**config.mk**
```make
export PLATFORM = sky130hd
export DESIGN_NAME = edge_latch_port
export DESIGN_NICKNAME = d
export VERILOG_FILES = /design/src/rtl/elp_pkg.sv /design/src/rtl/elp_edge_sync.sv /design/src/rtl/elp_capture_fsm.sv /design/src/rtl/elp_regs.sv /design/src/rtl/edge_latch_port.sv
export SDC_FILE = /design/constraint.sdc
export NUM_CORES = 1
export LEC_CHECK = 0
export BUFFER_PORTS_ARGS = -buffer_cell sky130_fd_sc_hd__buf_2
export CAP_MARGIN = 40
export CORE_MARGIN = 3
export CORE_UTILIZATION = 35
export CTS_BUF_LIST = sky130_fd_sc_hd__clkbuf_4
export CTS_CLUSTER_SIZE = 28
export DETAILED_ROUTE_END_ITERATION = 10
export PLACE_DENSITY_LB_ADDON = 0.05
export SETUP_SLACK_MARGIN = 0.1
export SLEW_MARGIN = 5
export SYNTH_ARGS = -nofsm -noshare
export SYNTH_HDL_FRONTEND = slang
export SYNTH_HIERARCHICAL = 1
export SYNTH_SLANG_ARGS = --single-unit
```
**constraint.sdc**
```tcl
create_clock -name clk -period 1.55 [get_ports clk]
set_input_delay 0.155 -clock clk [delete_from_list [all_inputs] [get_ports clk]]
set_output_delay 0.155 -clock clk [all_outputs]
set_load 0.01 [all_outputs]
```
**src/rtl/elp_pkg.sv**
```systemverilog
package elp_pkg;
    typedef enum logic {
        ST_OPEN = 1'b0,
        ST_HELD = 1'b1
    } cap_state_t;

    localparam logic [1:0] ADR_DATA = 2'd0;
    localparam logic [1:0] ADR_DIR  = 2'd1;
    localparam logic [1:0] ADR_CTRL = 2'd2;
    localparam logic [1:0] ADR_FLAG = 2'd3;

    localparam int CTRL_LEN = 0;
    localparam int CTRL_POL = 1;
    localparam int CTRL_IEN = 2;
endpackage

```
**src/rtl/elp_edge_sync.sv**
```systemverilog
module elp_edge_sync #(
    parameter int STAGES = 2
) (
    input  logic clk,
    input  logic rst_n,
    input  logic async_in,
    input  logic rise_sel,
    output logic edge_hit
);
    logic [STAGES-1:0] sync_q;
    logic              prev_q;

    generate
        for (genvar g = 0; g < STAGES; g++) begin : g_stage
            if (g == 0) begin : g_first
                always_ff @(posedge clk) begin
                    if (!rst_n) sync_q[g] <= 1'b0;
                    else        sync_q[g] <= async_in;
                end
            end else begin : g_next
                always_ff @(posedge clk) begin
                    if (!rst_n) sync_q[g] <= 1'b0;
                    else        sync_q[g] <= sync_q[g-1];
                end
            end
        end
    endgenerate

    always_ff @(posedge clk) begin
        if (!rst_n) prev_q <= 1'b0;
        else        prev_q <= sync_q[STAGES-1];
    end

    always_comb begin
        if (rise_sel) edge_hit = sync_q[STAGES-1] & ~prev_q;
        else          edge_hit = ~sync_q[STAGES-1] & prev_q;
    end

    assert_edge_polarity_R9: assert property (@(posedge clk) disable iff (!rst_n)
        edge_hit |-> (sync_q[STAGES-1] == rise_sel));
endmodule

```
**src/rtl/elp_capture_fsm.sv**
```systemverilog
module elp_capture_fsm
    import elp_pkg::*;
#(
    parameter int W = 8
) (
    input  logic         clk,
    input  logic         rst_n,
    input  logic         edge_hit,
    input  logic         release_req,
    input  logic [W-1:0] pins,
    output logic         flag,
    output logic [W-1:0] latch_val
);
    cap_state_t     state_q, state_d;
    logic [W-1:0]   latch_q;
    logic           load;

    always_ff @(posedge clk) begin
        if (!rst_n) state_q <= ST_OPEN;
        else        state_q <= state_d;
    end

    always_comb begin
        state_d = state_q;
        load    = 1'b0;
        unique case (state_q)
            ST_OPEN: begin
                if (edge_hit) begin
                    state_d = ST_HELD;
                    load    = 1'b1;
                end
            end
            ST_HELD: begin
                if (release_req && edge_hit) begin
                    state_d = ST_HELD;
                    load    = 1'b1;
                end else if (release_req) begin
                    state_d = ST_OPEN;
                end
            end
            default: state_d = ST_OPEN;
        endcase
    end

    always_ff @(posedge clk) begin
        if (!rst_n)    latch_q <= '0;
        else if (load) latch_q <= pins;
    end

    always_comb begin
        flag      = (state_q == ST_HELD);
        latch_val = latch_q;
    end

    assert_edge_sets_flag_R4: assert property (@(posedge clk) disable iff (!rst_n)
        edge_hit |=> flag);
    assert_latch_holds_R12: assert property (@(posedge clk) disable iff (!rst_n)
        (flag && !release_req) |=> $stable(latch_q));
    assert_release_clears_R6: assert property (@(posedge clk) disable iff (!rst_n)
        (release_req && !edge_hit) |=> !flag);
endmodule

```
**src/rtl/elp_regs.sv**
```systemverilog
module elp_regs
    import elp_pkg::*;
#(
    parameter int W            = 8,
    parameter bit READ_OUT_REG = 1'b1
) (
    input  logic         clk,
    input  logic         rst_n,
    input  logic         cs,
    input  logic         rd,
    input  logic         wr,
    input  logic [1:0]   addr,
    input  logic [W-1:0] wdata,
    input  logic [W-1:0] pins,
    input  logic         flag,
    input  logic [W-1:0] latch_val,
    output logic [W-1:0] rdata,
    output logic [W-1:0] out_q,
    output logic [W-1:0] dir_q,
    output logic         lat_en,
    output logic         rise_sel,
    output logic         irq_en,
    output logic         release_req
);
    logic [W-1:0] rdata_q;
    logic [W-1:0] port_view;
    logic [W-1:0] rd_mux;
    logic         acc_data;
    logic         flag_wr1;

    always_comb begin
        acc_data    = cs && (rd || wr) && (addr == ADR_DATA);
        flag_wr1    = cs && wr && (addr == ADR_FLAG) && wdata[0];
        release_req = acc_data || flag_wr1;
    end

    always_ff @(posedge clk) begin
        if (!rst_n) begin
            out_q    <= '0;
            dir_q    <= '0;
            lat_en   <= 1'b0;
            rise_sel <= 1'b0;
            irq_en   <= 1'b0;
        end else if (cs && wr) begin
            unique case (addr)
                ADR_DATA: out_q <= wdata;
                ADR_DIR:  dir_q <= wdata;
                ADR_CTRL: begin
                    lat_en   <= wdata[CTRL_LEN];
                    rise_sel <= wdata[CTRL_POL];
                    irq_en   <= wdata[CTRL_IEN];
                end
                default: ;
            endcase
        end
    end

    generate
        for (genvar b = 0; b < W; b++) begin : g_bit
            logic in_src;
            assign in_src = (lat_en && flag) ? latch_val[b] : pins[b];
            if (READ_OUT_REG) begin : g_outreg
                assign port_view[b] = dir_q[b] ? out_q[b] : in_src;
            end else begin : g_outpin
                assign port_view[b] = dir_q[b] ? pins[b] : in_src;
            end
        end
    endgenerate

    always_comb begin
        rd_mux = '0;
        unique case (addr)
            ADR_DATA: rd_mux = port_view;
            ADR_DIR:  rd_mux = dir_q;
            ADR_CTRL: begin
                rd_mux[CTRL_LEN] = lat_en;
                rd_mux[CTRL_POL] = rise_sel;
                rd_mux[CTRL_IEN] = irq_en;
            end
            ADR_FLAG: rd_mux[0] = flag;
            default:  rd_mux = '0;
        endcase
    end

    always_ff @(posedge clk) begin
        if (!rst_n)        rdata_q <= '0;
        else if (cs && rd) rdata_q <= rd_mux;
    end

    assign rdata = rdata_q;

    assert_flag_write0_keeps_R7: assert property (@(posedge clk) disable iff (!rst_n)
        (flag && cs && wr && addr == ADR_FLAG && !wdata[0]) |=> flag);
endmodule

```
**src/rtl/edge_latch_port.sv**
```systemverilog
module edge_latch_port #(
    parameter int W            = 8,
    parameter int SYNC_STAGES  = 2,
    parameter bit READ_OUT_REG = 1'b1
) (
    input  logic         clk,
    input  logic         rst_n,
    input  logic         cs,
    input  logic         rd,
    input  logic         wr,
    input  logic [1:0]   addr,
    input  logic [W-1:0] wdata,
    output logic [W-1:0] rdata,
    input  logic [W-1:0] pin_in,
    output logic [W-1:0] pin_out,
    output logic [W-1:0] pin_oe,
    input  logic         strb_in,
    output logic         irq
);
    logic         edge_hit;
    logic         release_req;
    logic         flag;
    logic [W-1:0] latch_val;
    logic         lat_en;
    logic         rise_sel;
    logic         irq_en;

    elp_edge_sync #(.STAGES(SYNC_STAGES)) u_sync (
        .clk      (clk),
        .rst_n    (rst_n),
        .async_in (strb_in),
        .rise_sel (rise_sel),
        .edge_hit (edge_hit)
    );

    elp_capture_fsm #(.W(W)) u_fsm (
        .clk         (clk),
        .rst_n       (rst_n),
        .edge_hit    (edge_hit),
        .release_req (release_req),
        .pins        (pin_in),
        .flag        (flag),
        .latch_val   (latch_val)
    );

    elp_regs #(.W(W), .READ_OUT_REG(READ_OUT_REG)) u_regs (
        .clk         (clk),
        .rst_n       (rst_n),
        .cs          (cs),
        .rd          (rd),
        .wr          (wr),
        .addr        (addr),
        .wdata       (wdata),
        .pins        (pin_in),
        .flag        (flag),
        .latch_val   (latch_val),
        .rdata       (rdata),
        .out_q       (pin_out),
        .dir_q       (pin_oe),
        .lat_en      (lat_en),
        .rise_sel    (rise_sel),
        .irq_en      (irq_en),
        .release_req (release_req)
    );

    assign irq = flag && irq_en;

    assert_irq_needs_flag_R10: assert property (@(posedge clk) disable iff (!rst_n)
        !flag |-> !irq);
endmodule

```
---- Yosys cells after proc, flatten, opt, wreduce, memory -nomap -nowiden ----
Cells that the tools add are included.
storage, ports and cells
  output and inout port bits .............. 25
  bits in registers ....................... 39
  input port bits ......................... 24
  logic and storage cells ................. 60
cells by class
  bitwise gates (word level) .............. 5
  mux-type cells .......................... 26
  reduce and logical (&&, ||, !) cells .... 15
  equal/unequal tests ..................... 3
operators by type and width
  cell                                                                    number
  1-bit two-way mux                                                       21
  5-bit one-hot mux with 2 select lines                                   1
  1-bit logical AND                                                       9
  2-bit one-hot mux with 3 select lines                                   1
  2-bit AND reduction                                                     3
  2-bit equality test (second input constant)                             2
  1-bit one-hot mux with 2 select lines                                   2
  1-bit one-hot mux with 4 select lines                                   1
  1-bit inverter                                                          3
  1-bit AND                                                               2
  2-bit by 1-bit equality test with 1-bit output (second input constant)  1
  2-bit logical NOT                                                       1
  1-bit logical OR                                                        2

---- Longest topological paths before layout ----
Gate-level depths: netlist of the first run.
  depth after elaboration ................. 7
  depth in mapped cells ................... 9

---- By module ----
Netlist of the first run, hierarchy kept.
modules (own cells, without submodules)
  module           area each (sq um)  cells each  seq. area each (sq um)  instances
  elp_regs         1373.8             148         540.5                   1
  elp_capture_fsm  376.6              39          180.2                   1
  elp_edge_sync    102.6              9           60.1                    1
  edge_latch_port  6.3                1           0.0                     1

---- Least setup slack after synthesis of the first run ----
No wires, ideal clock.
  kind .................................... input to register
  start ................................... input addr[0]
  end ..................................... register u_fsm.latch_q[0] (netlist: u_fsm/latch_val[0])
  setup time .............................. 0.072 ns
  cell stages on the path ................. 9
  setup slack ............................. 0.023 ns
  data arrival time ....................... 1.456 ns
  path buffers ............................ 3
  data required time ...................... 1.478 ns
  path through ............................ buf_2 buf_2 nor2_1 o21ai_0 a21boi_0 nor2b_4 nor2b_2 buf_6 mux2i_1
on the way
  cells in the longest elaborated chain, start to end .. 7
  elaborated cells between the ends (all ways) .. 9
  those cells by class .................... 1 x eq/ne; 2 x mux; 6 x reduce/logical
ends and longest elaborated chain
  what                                     line                   text
  from (decl)                              edge_latch_port.sv:11  input logic [1:0] addr,
  2-bit equality test                      elp_regs.sv:33         flag_wr1 = cs && wr && (addr == ADR_FLAG) && wdata[0];
  1-bit logical AND (2 in series)          elp_regs.sv:33
  1-bit logical OR *                       elp_regs.sv:34         release_req = acc_data || flag_wr1;
  net release_req                          edge_latch_port.sv:21  logic release_req;
  1-bit logical AND *                      elp_capture_fsm.sv:34  if (release_req && edge_hit) begin
  1-bit two-way mux *                      elp_capture_fsm.sv:34
  1-bit one-hot mux with 2 select lines *  elp_capture_fsm.sv:26  unique case (state_q)
  to (signal assigned)                     elp_capture_fsm.sv:47  else if (load) latch_q <= pins;
  to (decl)                                elp_capture_fsm.sv:15  logic [W-1:0] latch_q;
The timed path passes the listed nets; every way through them passes the cells marked *.
A chain may end at the register's enable or synchronous reset.

---- Worst setup path in the final report of the first run ----
  start ................................... register u_fsm.state_q (netlist: u_fsm/flag)
  end ..................................... output irq
on the way
  cells in the longest elaborated chain, start to end .. 1
ends and longest elaborated chain
  what                    line                   text
  from (decl)             elp_capture_fsm.sv:14  cap_state_t state_q, state_d;
  from (signal assigned)  elp_capture_fsm.sv:20  else state_q <= state_d;
  1-bit logical AND       edge_latch_port.sv:66  assign irq = flag && irq_en;
  to (decl)               edge_latch_port.sv:18  output logic irq
Every way passes these cells.

==> results by group, run 1 <==
Layout
  – Final net count: roughly 270
  – Layout cells sized above 1: 31.2%
  – Final core occ: roughly 46%
  – Most common cell after layout, fill and taps aside: buf_2
  – Diode count: 0
  – Most frequent cells in the layout: buf_2, dfxtp_1, nand2_1
  – Layout-stage area growth over the synthesis result: 21.8%
  – Non-Filler Instances: about 320

Synth
  – Post-synthesis compound-gate area fraction: 19.7%
  – Post-Syn Nets: 221
  – Largest family of logic cells by synthesized area: simple AND/OR/NAND/NOR gates
  – Library cells used by synthesis: 41
  – Async SR Flop Fraction: 0%
  – Sequential area share after synthesis: a little over two fifths
  – Post-synth EDFFs: 0
  – Area of the mapped netlist: about 1900 um2
  – Post-Synth Simple-Gate Area: 19.9%
  – Post-synthesis mux area share: 13.5%
  – Adder-Cell Fraction of Synth Area: 0%
  – Synthesized area per cell: 9.44 um2
  – Yosys reg bits: 39
  – Synth Area in XOR/XNOR: 0%
  – Yosys warning count: 6
  – Gate count of the mapped netlist: 197
  – Primary FF master, synth: dfxtp_1

Clock tree
  – Worst-path clk slew: 0.11 ns
  – Max Root-Sink Buffers: 2
  – CTS Buf Count: 5
  – Hold_buf cts: 0
  – H-tree depth: 2
  – CTS tree: yes
  – Clk sinks: 39
  – Postcts setup bufs: 0
  – Post-cts resize count: 0
  – Clk Latency, worst-skew pair: about 0.34 ns
  – CTS Root Cell: clkbuf_4

STA
  – Fin. max-slew vios: 0
  – Actual slew at the worst max-slew pin: 0.496 ns
  – Final WS setup: 0.298 ns
  – Final min period: 1.25 ns
  – Final Cycle Share: between 80% and 90%
  – Relative slew slack: between 60% and 70%
  – F_max: 0.799 GHz
  – Final setup viols: 0
  – Hold Fails Final Rpt: 0
  – Setup Skew: between 0.003 and 0.004 ns
  – RSZ-0062 raised after global routing: false
  – Setup TNS: 0 ns

Hold path
  – HP Class: input pin to register
  – WHS Path Cells: 2
  – HP Start: strb_in
  – Worst Hold Endpoint: u_sync/sync_q[0]

Global route
  – First-pass GRT wire length: between 7000 and 8000 um
  – Vias in the first global route: 1,577
  – Total GRT Usage: about 15%
  – Pin count of the biggest net entering global routing: 22
  – Grt ovf: 0
  – GRT Max-Usage Layer: met2
  – Initial antenna violation count: 0
  – Met2 GRT Util: between 20 and 30%
  – GR Layer Usage met1: about a fifth
  – GR Util met3: 3.63%

Power
  – Max VDD drop: 0.417 mV
  – Pwr Density: between 700 and 800 nW/um2
  – Total chip power: 1.73 mW
  – Leak: 1.01 nW

Worst setup path
  – CP Launch Type: register
  – R2r startpoint: u_sync/sync_q[1]
  – Worst EP required: 1.39 ns
  – Worst setup EP type: primary output
  – Critical Path AT: ~1.1 ns
  – Worst Setup SP: u_fsm/flag
  – Flop2flop setup slack: around 0.32 ns
  – CP max FO: 7
  – Worst R2R End: u_fsm/latch_val[2]
  – Reg2reg path depth: 5
  – Crit path kind: register to primary output

Floorplan
  – Row Count: 25
  – Die X: 78.9 um
  – Initial Util: 37.9%
  – Core box area: 4910 um2
  – Die area: 6220 um2
  – Die Y: 78.9 um
  – I/O Pins: between 40 and 50

Placement
  – Dpl ws: 0.160 ns
  – Placed cell count: 310
  – Number of I/O port buffers: 48
  – GP Congestion: 0.786
  – Post-DP HPWL: 3490 um

Routing
  – Initial DRC Count: 59
  – DRT antenna net count: 0
  – Drt via density: approximately 5.0
  – Total number of vias: roughly 1,600
  – # DRC: 0
  – Post-Route WL: 4590 um
  – DR pass1 iterations: 4
  – Routed length per placed instance: 14.5 um

Run status
  – Status: finished clean

Run
  – MaxCap Viol Count: 0
-- routing by layer --
layer / up-vias / share of wire [%]
met1: 739 / 46
met3: 6 / 3.9
met5: - / 0
met4: 0 / 0.78
li1: 805 / -
met2: 31 / 50
-- synth_stat cells, drive strengths merged (4+ instances only) --
master  count  area (um2)
clkbuf      4        16.3
o21ai       6        30.0
mux2i      25         250
and2        4        26.3
buf        10        63.8
a21oi      10        50.1
a21boi      4        30.0
o2bb2a      5        50.1
dfxtp      39         781
nand2      37         139
o41ai       5        81.3
nor2       12        45.0
-- kinds of logic (layout without fill, tap and decap cells) --
kind of cell	after synthesis	count (layout)
flip-flops	39	39
multiplexers	25	25
AO/OA/AOI/OAI	45	45
AND/OR/NAND/NOR	71	71
buffers and inverters	17	70
-- through the flow --
stage / hold WS [ns] / cell area [um2]
floorplan: 0.277 / 1860
global placement: 0.372 / 2220
detailed placement: 0.375 / 2220
CTS: 0.0178 / 2260
global route: 0.0202 / 2260
finish: 0.0263 / 2260
-- worst max path at each step --
stage	end	slack, ns
2_1_floorplan	u_fsm/latch_val[0]	0.12
3_3_place_gp	u_fsm/latch_val[3]	0.21
3_5_place_dp	u_fsm/latch_val[4]	0.16
4_1_cts	irq	0.28
5_1_grt	u_fsm/latch_val[4]	0.22
6_report	irq	0.30
-- power by group --
part	switching [mW]	leakage, nW	internal [mW]
registers	0.0161	0.316	1.02
clock network	0.318	0.0285	0.161
logic	0.117	0.665	0.0969
-- worst max-delay path, cell delays in order (launching register included) --
cell and delay [ns]:
dfxtp_1 0.32, buf_4 0.16, and2_1 0.15, buf_2 0.13
-- layout make-up --
type	instances	area [um2]
fillers	522	2650
multi-input cells	141	987
flip-flops and latches	39	781
repair buffers	60	355
well taps	67	83.8
clock buffers	5	37.5
inverters	3	11.3
clock inverters	2	8.76
-- state kept, by name, summed over array words and instances (netlist names) --
name,flops
u_regs/rdata,8
u_regs/out_q,8
u_sync/prev_q,1
u_regs/irq_en,1
u_regs/rise_sel,1
u_fsm/latch_val,8
u_regs/lat_en,1
u_sync/sync_q,2
u_fsm/flag,1
u_regs/dir_q,8
Power figures use the tool's default switching activity.
==> run 2, diff against run 1 <==
==> constraint.sdc (replaced) <==
create_clock -name clk -period 1.05 [get_ports clk]
set_input_delay 0.105 -clock clk [delete_from_list [all_inputs] [get_ports clk]]
set_output_delay 0.105 -clock clk [all_outputs]
set_load 0.01 [all_outputs]
==> run 2 against run 1 <==
Against the previous run: utilization rose by 15 points; clock-buffer cell count did not move; the flow now finishes with violations (setup timing); clock skew rose by 0.0018 ns; critical endpoint is now u_fsm/latch_val[7].
==> results by group, run 2 (synthesis results as in run 1) <==
Run status
  – Status: complete, but fails checks (was finished clean)
  – Violated checks: setup timing

Routing
  – Drt via density: 4.96 (was 4.99)
  – Initial DRC Count: 68 (was 59)
  – DR pass1 iterations: 4 (unchanged)
  – Routed length per placed instance: 15.0 um (was 14.5 um)
  – Post-Route WL: 5450 um (was 4590 um)
  – Total number of vias: 1,806 (was 1,581)
  – # DRC: 0 (unchanged)
  – DRT antenna net count: 0 (unchanged)

Power
  – P_sw: 0.736 mW (was 0.451 mW)
  – Comb pwr share: 15.9% (was 12.3%)
  – Clock power frac: 32.8% (was 27.6%)
  – Leak: 1.28 nW (was 1.01 nW)
  – Max VDD drop: 0.718 mV (was 0.417 mV)
  – Seq pwr share: 51.3% (was 60.0%)
  – Total chip power: 2.99 mW (was 1.73 mW)
  – Pwr Density: 988 nW/um2 (was 765 nW/um2)
  – Switching Fraction: 24.6% (was 26.0%)
  – Int Pwr: 2.25 mW (was 1.28 mW)

Clock tree
  – Clk sinks: 39 (unchanged)
  – Clk Latency, worst-skew pair: 0.34 ns (about the same)
  – H-tree depth: 2 (unchanged)
  – Max Root-Sink Buffers: 2 (unchanged)
  – CTS Root Cell: clkbuf_4 (unchanged)
  – CTS tree: yes (unchanged)
  – Worst-path clk slew: 0.12 ns (was 0.11 ns)
  – CTS Buf Count: 5 (unchanged)

STA
  – Final setup viols: 13 (was 0)
  – F_max: 0.820 GHz
  – Final min period: between 1 and 1.5 ns
  – RSZ-0062 raised after global routing: true (was false)
  – Final WS setup: -0.170 ns (was 0.298 ns)
  – Hold Fails Final Rpt: 0 (unchanged)
  – Actual slew at the worst max-slew pin: 0.524 ns (was 0.496 ns)
  – Final Cycle Share: 116%
  – Fin. max-slew vios: 0 (unchanged)
  – Relative slew slack: 65.0% (was 66.9%)
  – Setup TNS: -1.39 ns (was 0 ns)
  – Setup Skew: 0.00506 ns (was 0.00325 ns)

Layout
  – Layout-stage area growth over the synthesis result: 62.7% (was 21.8%)
  – Final core occ: 61.6% (was 46.1%)
  – Final net count: 320 (was 274)
  – Diode count: 0 (unchanged)
  – Most frequent cells in the layout: buf_4, nand2_1, buf_6 (was buf_2, dfxtp_1, nand2_1)
  – Post-Layout Inst Area: 3030 um2 (was 2260 um2)
  – Layout cells sized above 1: 54.2% (was 31.2%)

Worst setup path
  – Crit path kind: register to register (was register to primary output)
  – Worst setup EP type: register (was primary output)
  – CP max FO: 8 (was 7)
  – Critical Path AT: 1.49 ns (was 1.10 ns)
  – Flop2flop setup slack: -0.17 ns (was 0.32 ns)
  – CP Launch Type: register (unchanged)
  – Worst EP required: 1.32 ns (was 1.39 ns)

Floorplan
  – Initial Util: 37.9% (unchanged)
  – Core box area: 4910 um2 (unchanged)
  – Die Y: 78.9 um (unchanged)
  – Die X: 78.9 um (unchanged)
  – Die area: 6220 um2 (unchanged)
  – Row Count: 25 (unchanged)
  – I/O Pins: 49 (unchanged)

Global route
  – Vias in the first global route: 1,847 (was 1,577)
  – Pin count of the biggest net entering global routing: 21 (was 22)
  – First-pass GRT wire length: 8970 um (was 7520 um)
  – Grt ovf: 0 (unchanged)
  – Initial antenna violation count: 0 (unchanged)
  – Total GRT Usage: 18.5% (was 15.3%)

Run
  – MaxCap Viol Count: 0 (unchanged)

Placement
  – Area post-placement: 2410 um2 (was 2220 um2)
  – Dpl ws: -0.207 ns (was 0.160 ns)
  – GP Congestion: 0.729 (was 0.786)
  – Post-DP HPWL: 4010 um (was 3490 um)
  – Number of I/O port buffers: 48 (unchanged)

Hold path
  – HP Class: input pin to register (unchanged)
==> run 2: changes by cell type in the layout (fill, tap and decap cells not counted), sizes merged <==
cell / change
dlygate4sd3: +10
bufinv: +1
buf: +36
==> run 2: stage by stage <==
stage	hold WS (ns)	cells
2_1_floorplan	0.227	197
3_3_place_gp	0.312	332
3_5_place_dp	0.316	332
4_1_cts	0.00954	360
5_1_grt	0.00823	364
6_report	0.0267	364
==> run 2: layout make-up <==
type                    count  area [um2]
clock inverters             3        38.8
inverters                   3        11.3
well taps                  67        83.8
flip-flops and latches     39         835
clock buffers               5        37.5
multi-input cells         141        1110
repair buffers            106         907
fillers                   433        1890
==> run 2: final timing paths <==
kind / startpoint / end / cells past startpoint
max reg2reg: u_sync/sync_q[1] / u_fsm/latch_val[7] / 5
min reg2reg: u_sync/sync_q[0] / u_sync/sync_q[1] / 1
min: wdata[1] / u_regs/dir_q[1] / 3
max: u_sync/sync_q[1] / u_fsm/latch_val[7] / 5
==> run 2: metal layers <==
metal	vias up	wire length (um)	GRT usage (%)
met5	-	0	0
met4	0	131	6.70
met3	12	253	4.42
met2	41	2830	33.0
met1	851	2240	21.4
li1	902	-	-
==> run 2: timing repair <==
item                                    4_1_cts  5_1_grt
hold buffers                                  9        1
endpoints found under the setup margin       35       41
gates resized for setup                      66       23
endpoints found under the hold margin        11        1
setup buffers                                11        3
pin swaps                                    11        1
==> run 2: power groups by stage <==
stage	clock network, mW	logic [mW]	registers, mW
global placement	0	0.363	1.57
finish	0.980	0.474	1.53
CTS	1.03	0.455	1.54
floorplan	0	0.189	1.58
detailed placement	0	0.373	1.57
global route	1.09	0.510	1.54
==> run 2: worst max-delay path: stages, from the launching register on <==
cell and delay (ns):
dfxtp_2 0.35, nand2b_4 0.14, o22ai_4 0.15, nor2b_4 0.18
buf_12 0.14, mux2i_1 0.19
==> run 3, diff against run 2 <==
--- a/config.mk
+++ b/config.mk
@@ -12,7 +12,7 @@
 export CTS_BUF_LIST = sky130_fd_sc_hd__clkbuf_4
 export CTS_CLUSTER_SIZE = 28
 export DETAILED_ROUTE_END_ITERATION = 10
-export PLACE_DENSITY_LB_ADDON = 0.05
+export PLACE_DENSITY_LB_ADDON = 0.1
 export SETUP_SLACK_MARGIN = 0.1
 export SLEW_MARGIN = 5
 export SYNTH_ARGS = -nofsm -noshare
==> run 3 against run 2 <==
Against the previous run: the flow still finishes with violations (setup timing); clock skew increased by 0.0069 ns; highest routed layer unchanged; die area unchanged; critical endpoint is now u_fsm/latch_val[5]; via count decreased by 4.7%; combinational power decreased by 4%; first-iteration DRC count decreased by 5.9%; critical path depth unchanged; sequential power about the same; global-route usage decreased by 1.4 points; largest cell class unchanged; design area decreased by 3.1%; flip-flop and latch count unchanged.
==> results by group, run 3 (synthesis results as in run 1) <==
Worst setup path
  – CP max FO: 8 (unchanged)
  – CP max stage cell: dfxtp_2 (unchanged)
  – CP Launch Type: register (unchanged)
  – Critical Path AT: 1.49 ns (about the same)
  – Worst EP required: 1.31 ns (was 1.32 ns)
  – Critical Path, Cell by Cell: nand2b_4, o22ai_4, nor2b_4, buf_12, mux2i_1 (unchanged)
  – Reg2reg path depth: 5 (unchanged)
  – R2r startpoint: u_sync/sync_q[1] (unchanged)
  – Crit path kind: register to register (unchanged)
  – Largest stage delay, worst path: 0.34 ns (was 0.35 ns)
  – Flop2flop setup slack: -0.17 ns (about the same)
  – Worst setup EP type: register (unchanged)
  – Worst R2R End: u_fsm/latch_val[5] (was u_fsm/latch_val[7])

Clock tree
  – Worst-path clk slew: 0.12 ns (about the same)
  – Clk Latency, worst-skew pair: 0.34 ns (about the same)
  – H-tree depth: 2 (unchanged)
  – CTS tree: yes (unchanged)
  – Clk sinks: 39 (unchanged)
  – CTS Buf Count: 5 (unchanged)
  – Max Root-Sink Buffers: 2 (unchanged)
  – CTS Root Cell: clkbuf_4 (unchanged)

Hold path
  – HP Class: input pin to register (unchanged)
  – WHS Path Cells: 3 (unchanged)
  – Worst Hold Endpoint: u_fsm/latch_val[0] (was u_regs/dir_q[1])
  – HP Start: pin_in[0] (was wdata[1])

Global route
  – Total GRT Usage: 17.0% (was 18.5%)
  – Grt ovf: 0 (unchanged)
  – Pin count of the biggest net entering global routing: 21 (unchanged)
  – First-pass GRT wire length: 8340 um (was 8970 um)
  – Vias in the first global route: 1,768 (was 1,847)
  – Initial antenna violation count: 0 (unchanged)

STA
  – Final Cycle Share: 116% (about the same)
  – Setup TNS: -1.48 ns (was -1.39 ns)
  – RSZ-0062 raised after global routing: true (unchanged)
  – Final setup viols: 17 (was 13)
  – Hold Fails Final Rpt: 0 (unchanged)
  – Actual slew at the worst max-slew pin: 0.312 ns (was 0.524 ns)
  – Setup Skew: 0.0119 ns (was 0.00506 ns)
  – Final WS setup: -0.173 ns (was -0.170 ns)
  – Relative slew slack: 79.0% (was 65.0%)
  – F_max: 0.818 GHz (was 0.820 GHz)
  – Fin. max-slew vios: 0 (unchanged)
  – Final min period: 1.22 ns (about the same)

Routing
  – Post-Route WL: 5080 um (was 5450 um)
  – Total number of vias: 1,721 (was 1,806)
  – # DRC: 0 (unchanged)
  – DR pass1 iterations: 4 (unchanged)
  – Routed length per placed instance: 14.3 um (was 15.0 um)
  – Drt via density: 4.86 (was 4.96)
  – Initial DRC Count: 64 (was 68)
  – DRT antenna net count: 0 (unchanged)

Floorplan
  – Die X: 78.9 um (unchanged)
  – Core box area: 4910 um2 (unchanged)
  – Initial Util: 37.9% (unchanged)
  – Die area: 6220 um2 (unchanged)
  – I/O Pins: 49 (unchanged)
  – Die Y: 78.9 um (unchanged)
  – Row Count: 25 (unchanged)

Layout
  – Layout-stage area growth over the synthesis result: 57.6% (was 62.7%)
  – Most common cell after layout, fill and taps aside: nand2_1
  – Most frequent cells in the layout: nand2_1, buf_6, buf_4 (was buf_4, nand2_1, buf_6)
  – Layout cells sized above 1: 51.9% (was 54.2%)
  – Diode count: 0 (unchanged)
  – Final net count: 310 (was 320)

Power
  – Pwr Density: 949 nW/um2 (was 988 nW/um2)
  – Leak: 1.25 nW (was 1.28 nW)
  – Max VDD drop: 0.691 mV (was 0.718 mV)

Placement
  – Post-DP HPWL: 3620 um (was 4010 um)
  – Number of I/O port buffers: 48 (unchanged)
  – Dpl ws: -0.219 ns (was -0.207 ns)
  – GP Congestion: 0.812 (was 0.729)

Run status
  – Violated checks: setup timing (unchanged)
  – Status: complete, but fails checks (unchanged)

Run
  – MaxCap Viol Count: 0 (unchanged)
==> run 3: cell types whose count changed in the layout (fill, tap and decap cells not counted), sizes merged <==
cell	previous run	this run
buf	96	86
clkinv	2	1
bufinv	1	0
clkbuf	5	7
==> run 3: what timing repair did <==
action | in CTS | in global routing
pin swaps | 9 | 4
hold endpoints to repair | 11 | 0
cloned | 0 | 0
gates resized for setup | 55 | 24
setup buffers | 6 | 2
hold buffers | 10 | 0
endpoints found under the setup margin | 35 | 41
==> run 3: worst max path at each step <==
stage	endpoint	from	cells past startpoint
2_1_floorplan	u_fsm/latch_val[0]	addr[0]	9
3_3_place_gp	u_fsm/latch_val[6]	addr[1]	7
3_5_place_dp	u_fsm/latch_val[5]	addr[1]	7
4_1_cts	u_fsm/latch_val[5]	u_sync/sync_q[1]	5
5_1_grt	u_fsm/latch_val[5]	u_sync/sync_q[1]	5
6_report	u_fsm/latch_val[5]	u_sync/sync_q[1]	5
==> run 3: routing by layer <==
| metal | GRT usage, % | part of all wire (%) | up-vias |
|---|---|---|---|
| met2 | 30.4 | 50 | 40 |
| met1 | 20.0 | 44 | 799 |
| met5 | 0 | 0 | - |
| met3 | 4.42 | 5.5 | 4 |
| met4 | 5.15 | 1.0 | 0 |
| li1 | - | - | 878 |
==> run 3: worst max-delay path, delay by kind of cell, from the launching register on <==
kind | cells | cell delay [ns]
DFF | 1 | 0.34
and+or+nand+nor | 2 | 0.32
muxes | 1 | 0.19
AOI/OAI and AO/OA | 1 | 0.15
buffers and inverters | 1 | 0.14
==> run 3: cell type report <==
class	count	area, um2
timing repair buffer	96	855
multi-input combinational	141	1080
inverter	3	11.3
tap	67	83.8
clock inverter	1	5.00
sequential	39	838
fill	440	1980
clock buffer	7	52.6
==> run 3: power by group <==
part | switching, mW | leakage, nW | internal (mW) | total (mW)
registers | 0.0323 | 0.333 | 1.50 | 1.53
logic | 0.204 | 0.877 | 0.253 | 0.457
clock network | 0.477 | 0.0361 | 0.313 | 0.791
==> run 3: through the flow <==
step / instances / power (mW) / utilization [%] / hold slack [ns] / cell area [um2]
floorplan: 197 / 1.76 / - / 0.227 / 1910
global route: 354 / 2.94 / 59.7 / 0.00802 / 2930
global placement: 328 / 1.94 / 49.0 / 0.334 / 2400
finish: 354 / 2.78 / 59.7 / 0.0224 / 2930
detailed placement: 328 / 1.94 / 49.0 / 0.316 / 2400
CTS: 352 / 2.80 / 57.2 / 0.00558 / 2810
